`src/rtl/memreq_pkg.sv`:
```
package memreq_pkg;

    localparam int STATE_W   = 32;
    localparam int ADDR_W    = 27;
    localparam int LINE_BITS = 6;
    localparam int PACE      = 10;
    localparam int MIX_LEN   = 3;

    typedef enum logic {
        ST_ACTIVE  = 1'b0,
        ST_STALLED = 1'b1
    } gen_state_e;

    typedef struct packed {
        logic              wr;
        logic [ADDR_W-1:0] addr;
    } mem_req_t;

    function automatic logic [STATE_W-1:0] shift_step(input logic [STATE_W-1:0] s);
        return {s[STATE_W-2:0], s[31] ^ s[21] ^ s[1] ^ s[0]};
    endfunction

endpackage

```
`src/rtl/pace_timer.sv`:
```
module pace_timer #(
    parameter int PACE_CYCLES = 10
) (
    input  logic clk,
    input  logic rst,
    input  logic clear,
    input  logic advance,
    output logic at_end
);
    localparam int CW = (PACE_CYCLES > 1) ? $clog2(PACE_CYCLES) : 1;
    localparam logic [CW-1:0] LAST = CW'(PACE_CYCLES - 1);

    logic [CW-1:0] cnt_q;

    assign at_end = (cnt_q == LAST);

    always_ff @(posedge clk) begin
        if (rst || clear) begin
            cnt_q <= '0;
        end else if (advance) begin
            cnt_q <= at_end ? '0 : cnt_q + 1'b1;
        end
    end
endmodule

```
`src/rtl/mix_slot.sv`:
```
module mix_slot #(
    parameter int PERIOD = 3
) (
    input  logic clk,
    input  logic rst,
    input  logic step,
    output logic is_write
);
    localparam int SW = (PERIOD > 1) ? $clog2(PERIOD) : 1;
    localparam logic [SW-1:0] LAST = SW'(PERIOD - 1);

    logic [SW-1:0] slot_q;

    assign is_write = (slot_q == LAST);

    always_ff @(posedge clk) begin
        if (rst) begin
            slot_q <= '0;
        end else if (step) begin
            slot_q <= is_write ? '0 : slot_q + 1'b1;
        end
    end
endmodule

```
`src/rtl/addr_lfsr.sv`:
```
module addr_lfsr
    import memreq_pkg::*;
#(
    parameter int AW = 27,
    parameter int LB = 6
) (
    input  logic               clk,
    input  logic               rst,
    input  logic [STATE_W-1:0] seed,
    input  logic               step,
    output logic [AW-1:0]      next_addr
);
    logic [STATE_W-1:0] st_q;
    logic [STATE_W-1:0] st_nx;
    logic [AW-1:0]      line_mask;

    assign st_nx     = shift_step(st_q);
    assign line_mask = ~(AW'((1 << LB) - 1));
    assign next_addr = st_nx[AW-1:0] & line_mask;

    always_ff @(posedge clk) begin
        if (rst) begin
            st_q <= (seed == '0) ? STATE_W'(1) : seed;
        end else if (step) begin
            st_q <= st_nx;
        end
    end
endmodule

```
`src/rtl/memreq_pacer.sv`:
```
module memreq_pacer
    import memreq_pkg::*;
#(
    parameter int PACE_CYCLES = PACE,
    parameter int MIX_PERIOD  = MIX_LEN,
    parameter int AW          = ADDR_W,
    parameter int LB          = LINE_BITS
) (
    input  logic               clk,
    input  logic               rst,
    input  logic [STATE_W-1:0] seed,
    input  logic               stall_i,
    input  logic               resume_i,
    output logic               req_valid,
    input  logic               req_ready,
    output logic               req_write,
    output logic [AW-1:0]      req_addr
);
    gen_state_e state_q, state_d;
    logic       pending_q;
    logic       defer_q;
    logic       stalled_w;
    logic       handshake;
    logic       fire;
    logic       adv;
    logic       wake;
    logic       tick_end;
    logic       slot_wr;
    logic [AW-1:0] addr_nx;

    typedef struct packed {
        logic          wr;
        logic [AW-1:0] addr;
    } out_req_t;

    out_req_t req_q;

    assign stalled_w = (state_q == ST_STALLED);
    assign handshake = pending_q && req_ready;
    assign wake      = stalled_w && resume_i;
    assign adv       = !stalled_w && (!pending_q || handshake);
    assign fire      = !stalled_w && !defer_q && !stall_i && !pending_q && tick_end;

    pace_timer #(.PACE_CYCLES(PACE_CYCLES)) u_timer (
        .clk     (clk),
        .rst     (rst),
        .clear   (wake),
        .advance (adv),
        .at_end  (tick_end)
    );

    mix_slot #(.PERIOD(MIX_PERIOD)) u_mix (
        .clk      (clk),
        .rst      (rst),
        .step     (fire),
        .is_write (slot_wr)
    );

    addr_lfsr #(.AW(AW), .LB(LB)) u_addr (
        .clk       (clk),
        .rst       (rst),
        .seed      (seed),
        .step      (fire),
        .next_addr (addr_nx)
    );

    always_comb begin
        state_d = state_q;
        unique case (state_q)
            ST_ACTIVE: begin
                if ((stall_i && (!pending_q || handshake)) || (defer_q && handshake)) begin
                    state_d = ST_STALLED;
                end
            end
            ST_STALLED: begin
                if (resume_i) begin
                    state_d = ST_ACTIVE;
                end
            end
            default: state_d = ST_ACTIVE;
        endcase
    end

    always_ff @(posedge clk) begin
        if (rst) begin
            state_q   <= ST_ACTIVE;
            pending_q <= 1'b0;
            defer_q   <= 1'b0;
            req_q     <= '0;
        end else begin
            state_q <= state_d;
            if (fire) begin
                pending_q <= 1'b1;
                req_q.wr   <= slot_wr;
                req_q.addr <= addr_nx;
            end else if (handshake) begin
                pending_q <= 1'b0;
            end
            if (handshake) begin
                defer_q <= 1'b0;
            end else if (!stalled_w && stall_i && pending_q) begin
                defer_q <= 1'b1;
            end
        end
    end

    assign req_valid = pending_q;
    assign req_write = req_q.wr;
    assign req_addr  = req_q.addr;
endmodule

```
`config.mk`:
```
export PLATFORM = sky130hd
export DESIGN_NAME = memreq_pacer
export DESIGN_NICKNAME = d
export VERILOG_FILES = /design/src/rtl/memreq_pkg.sv /design/src/rtl/pace_timer.sv /design/src/rtl/mix_slot.sv /design/src/rtl/addr_lfsr.sv /design/src/rtl/memreq_pacer.sv
export SDC_FILE = /design/constraint.sdc
export NUM_CORES = 1
export LEC_CHECK = 0
export ABC_AREA = 1
export BUFFER_PORTS_ARGS = -buffer_cell sky130_fd_sc_hd__buf_2
export CORE_MARGIN = 2
export CORE_UTILIZATION = 30
export DETAILED_ROUTE_END_ITERATION = 10
export MAX_ROUTING_LAYER = met4
export SYNTH_ARGS = -nofsm -noshare
export SYNTH_HDL_FRONTEND = slang
export SYNTH_SLANG_ARGS = --single-unit
```
`constraint.sdc`:
```
create_clock -name clk -period 1.7 [get_ports clk]
set_input_delay 0.255 -clock clk [delete_from_list [all_inputs] [get_ports clk]]
set_output_delay 0.255 -clock clk [all_outputs]
set_load 0.01 [all_outputs]
```
Yosys cells after proc, flatten, opt, wreduce, memory -nomap -nowiden
Cells that the tools add are included.
{ "op_classes": {"n_addsub": 2, "div_mod_pow": 0, "bitwise_logic": 4, "mul": 0, "muxes": 10, "reduce_logical": 22, "eq_ne": 2, "shift": 0, "n_lt_le_gt_ge": 0} }
{ "ops": {"columns": ["cell", "count"], "rows": [
  ["2-to-1 mux 32 bit", 3],
  ["zero test 32 bit", 1],
  ["logical AND 1 bit", 11],
  ["adder 4 x 1 -> 4 bit, second input constant", 1],
  ["== test 4 bit, second input constant", 1],
  ["zero test 1 bit", 4],
  ["2-to-1 mux 1 bit", 4],
  ["2-to-1 mux 4 bit", 1],
  ["nonzero test 2 bit", 2],
  ["logical OR 1 bit", 3],
  ["XOR 1 bit", 3],
  ["adder 2 x 1 -> 2 bit, second input constant", 1],
  ["== test 2 bit, second input constant", 1],
  ["2-to-1 mux 2 bit", 1],
  ["case mux 1 bit (2 select lines)", 1],
  ["OR reduction 2 bit", 1],
  ["inverter 1 bit", 1]
]} }
{ "totals": {"romBits": 0, "in_bits": 37, "memories": 0, "output_inout_bits": 29, "latchBits": 0, "wordCells": 48, "reg_bits": 63, "ramBits": 0} }

Logic depth before layout (Yosys ltp)
{ "logic_depth": {"depth_word": 7, "depth_mapped": 8, "depth_no_buf": 7} }

Cells and area by module
From an unflattened synthesis, not the netlist that was laid out.
{ "unflattened": {"hier_cells": 455, "area_unflattened_um2": 3472.1} }
{ "modules_own_cells": {"columns": ["module", "seq_area_each_um2", "cells_each", "area_per_inst_um2", "instances"], "rows": [
  ["addr_lfsr", 960.9, 201, 1734.2, 1],
  ["memreq_pacer", 620.6, 210, 1438.9, 1],
  ["pace_timer", 80.1, 31, 205.2, 1],
  ["mix_slot", 40.0, 13, 93.8, 1]
]} }

Worst setup path before layout
OpenSTA, ideal clock, no wires.
{ "synth_path": {"path_kind": "flip-flop to flip-flop", "start": "reg pending_q, in the netlist req_valid", "end": "reg u_addr.st_q[0] (enable)", "setup_slack_ns": 0.253, "period_less_slack_ns": 1.447, "setup_time_ns": 0.327, "required_ns": 1.373, "path_buffers": 1, "arrival_ns": 1.120, "path_stages_with_launch": 7, "cell_sequence": "dfxtp_1 nor2_1 nand2_1 nor2_8 inv_4 nand2_4 buf_8"} }
{ "synth_between": {"elab_chain_cells": 4} }
{ "synth_lines": {"columns": ["item", "line", "text"], "rows": [
  ["start: declaration", "memreq_pacer.sv:20", "logic pending_q;"],
  ["start signal: assignment", "memreq_pacer.sv:87", "pending_q <= 1'b0;"],
  ["start signal: assignment", "memreq_pacer.sv:93", "pending_q <= 1'b1;"],
  ["start signal: assignment", "memreq_pacer.sv:97", "pending_q <= 1'b0;"],
  ["zero test 1 bit", "memreq_pacer.sv:42", "assign fire = !stalled_w && !defer_q && !stall_i && !pending_q && tick_end;"],
  ["logical AND 1 bit (2 in series)", "memreq_pacer.sv:42", null],
  ["nonzero test 2 bit (no line)", null, null],
  ["end signal: assignment", "addr_lfsr.sv:23", "st_q <= (seed == '0) ? STATE_W'(1) : seed;"],
  ["end signal: assignment", "addr_lfsr.sv:25", "st_q <= st_nx;"],
  ["end: declaration", "addr_lfsr.sv:13", "logic [STATE_W-1:0] st_q;"]
]} }
No other way between the ends.
A chain may end at the register's enable or synchronous reset.

Worst setup path in the final report
{ "layout_path": {"start": "reg u_timer.cnt_q[0]", "end": "reg u_addr.st_q[18] (enable)"} }
{ "layout_between": {"elab_chain_cells": 3} }
{ "layout_lines": {"columns": ["item", "line", "text"], "rows": [
  ["start: declaration", "pace_timer.sv:13", "logic [CW-1:0] cnt_q;"],
  ["start signal: assignment", "pace_timer.sv:21", "cnt_q <= at_end ? '0 : cnt_q + 1'b1;"],
  ["== test 4 bit", "pace_timer.sv:15", "assign at_end = (cnt_q == LAST);"],
  ["logical AND 1 bit", "memreq_pacer.sv:42", null],
  ["nonzero test 2 bit (no line)", null, null]
]} }
No other way between the ends.

==> impl_metrics.yaml <==
logic_synthesis:
  synth_top_family_by_area: "simple AND/OR/NAND/NOR gates"
  yosysUniqueCellTypes: 32
  yosys-mux-area-fraction_pct: 0
  yosys.area_share.simple_pct: 26.5
  synth_compound_area_share_pct: 9.19
  yosys.area_share.adder_pct: 0
  yosysWarningCount: 0
  syn_inst: 308
  synth_xor_area_share_pct: 0.637
  yosysSeqAreaShare_pct: 57.5
  syn_avg_cell_area_um2: 8.92
  ys_seq_elements: 63
  synthesis.area_um2: 2750
final_layout:
  syn2layout_area_growth_pct: 20.3
  n_antenna_cell: 0
  drive_gt1_share_pct: 28.4
  nets: 409
place:
  io_buffer_count: 59
  dp_hpwl_um: 4130
  gp_congestion: 0.793
  place_ws_ns: 0.235
clocking:
  ctsHoldBuffers: 0
  post_cts_buffers: 0
  tritoncts: "built"
  cts_resized: 0
  clockBufferDepth: 2
  cts-buffers-inserted: 9
  cts_root_buf: "clkbuf_8"
  clock_latency_ns: 0.33
  clk_pin_slew_ns: 0.07
  ctsHtreeMaxLevel: 3
  clock_sinks: 63
timing:
  drv_slew: 0
  rsz0062_at_grt: "no"
  setup-tns-final_ns: 0
  finalHoldViolations: 0
  clock_skew_ns: 0.00512
  period_share_pct: 85.9
  post-route-min-period_ns: 1.46
  fin_ws_ns: 0.240
  hold_ws_ns: 0.204
  setup_viol: 0
  maxClockFrequency_mhz: 685
worst_setup_path:
  reg2reg_to: "u_addr.st_q[18]"
  worst-r2r-setup-slack_ns: 0.24
  reg2reg_depth: 7
  critPathTopFamily: "simple AND/OR/NAND/NOR gates"
  crit_fanout: 33
  worst-path-buf-inv: 3
  cp-end-kind: "flip-flop"
  cp.depth: 7
  slowest_delay_ns: 0.37
  crit_chain: "inv_2 -> nor2_4 -> nand2_2 -> nor2_8 -> inv_4 -> nand2_4 -> buf_12"
  cp.arrival_ns: 1.48
  cp-endpoint: "u_addr.st_q[18]"
  criticalPathCategory: "flip-flop to flip-flop"
  cp_slowest_cell: "dfxtp_1"
  required_ns: 1.72
  timing.rr.start: "u_timer.cnt_q[0]"
  setup.worst_path.start: "u_timer.cnt_q[0]"
  cp-start-kind: "flip-flop"
floorplan:
  die_h_um: 99.7
  start_util_pct: 31.2
  die-area_um2: 9950
  num_io_pins: 66
  fp.coreArea_um2: 8810
  rows: 34
  dieWidth_um: 99.7
route:
  viasPerCell: 4.27
  via_count: 2072
  ant_nets: 0
  wl_um: 5680
  route.detailed.drc: 0
  firstDrtPassIters: 4
  drt_iter0_drc: 86
  wl_per_cell_um: 11.7
power_and_ir_drop:
  finalPower_mw: 3.05
  vdd_drop_max_mv: 0.375
  p_leak_nw: 1.48
  power_density_nw_per_um2: 922
job:
  maxCapViolations: 0
min_path:
  min_path_type: "input port to flip-flop"
global_routing:
  grt_pass1_wl_um: 9100
  gr-total-overflow: 0
  grt_max_degree: 35
  grt_pass1_vias: 1921
  antenna_found_initial: 0
  grt_use_total_pct: 12.3
outcome:
  status: "finished, final reports clean"
[cell families after synthesis]
| family | after synthesis |
|---|---|
| compound gates | 35 |
| xor+xnor | 2 |
| buf+inv | 27 |
| flops | 63 |
| other cells | 1 |
| simple gates | 180 |
[stage by stage]
stage	cells	area, um^2	utilization (%)
2_1_floorplan	313	2770	-
5_1_grt	485	3310	37.6
6_report	485	3310	37.6
3_3_place_gp	469	3140	35.7
4_1_cts	485	3310	37.6
3_5_place_dp	469	3140	35.7
[worst reg2reg max path: stages (launching register included)]
cell and delay, ns:
dfxtp_1 0.37, inv_2 0.07, nor2_4 0.09, nand2_2 0.10
nor2_8 0.11, inv_4 0.05, nand2_4 0.12, buf_12 0.23
[layer usage]
| layer | vias to the layer above | routed length, um | GRT usage [%] |
|---|---|---|---|
| met1 | 920 | 2870 | 16.1 |
| met5 | - | 0 | - |
| li1 | 1103 | - | - |
| met4 | 0 | 19 | 2.85 |
| met3 | 2 | 275 | 5.20 |
| met2 | 47 | 2510 | 17.7 |
[placed cells by master, fill, tap and decap left out, drive strengths merged, types with 2 or more instances in the layout]
cell type,synthesis,routed
a21oi,27,27
buf,14,65
clkbuf,3,10
clkinv,0,4
clkinvlp,0,2
conb,1,6
dfxtp,31,31
edfxtp,32,32
inv,10,10
nand2,117,117
nand3,2,2
nor2,55,55
nor3,2,2
o21ai,5,5
[Yosys cell counts (all sizes together)]
library cell	n	area (um^2)
a211oi	1	7.51
a21oi	27	206
a31oi	1	6.26
and2	1	6.26
buf	14	114
clkbuf	3	11.3
conb	1	3.75
dfxtp	31	621
edfxtp	32	961
inv	10	40.1
nand2	117	449
nand3	2	10.0
nand4	1	6.26
nor2	55	233
nor3	2	10.0
nor3b	1	7.51
o21ai	5	25.0
o21bai	1	7.51
or2	1	6.26
xnor2	1	8.76
xor2	1	8.76
[state kept, by name, indices dropped and copies added (netlist names)]
name           count
req_addr          21
u_timer.cnt_q      4
defer_q            1
req_write          1
req_valid          1
u_addr.st_q       32
u_mix.slot_q       2
stalled_w          1
[power breakdown]
group	switching [mW]	internal, mW	leakage (nW)
logic	0.167	0.0984	0.829
clock network	0.568	0.521	0.0797
registers	0.0237	1.67	0.568
total	0.758	2.29	1.48
[worst min-delay path by stage]
stage	start	to	slack (ns)	depth (start not counted)
global placement	defer_q	defer_q	0.46	2
global route	seed[31]	u_addr.st_q[31]	0.18	3
floorplan	stall_i	defer_q	0.42	2
CTS	seed[31]	u_addr.st_q[31]	0.18	3
finish	seed[31]	u_addr.st_q[31]	0.20	3
detailed placement	req_write	req_write	0.46	2
[area by class of cell]
class	count	area, um^2
fillers	910	5500
repair buffers	65	365
flip-flops and latches	63	1580
clock inverters	6	37.5
clock buffers	10	128
well taps	108	135
multi-input cells	223	1020
inverters	10	40.0
Power figures use the tool's default switching activity.
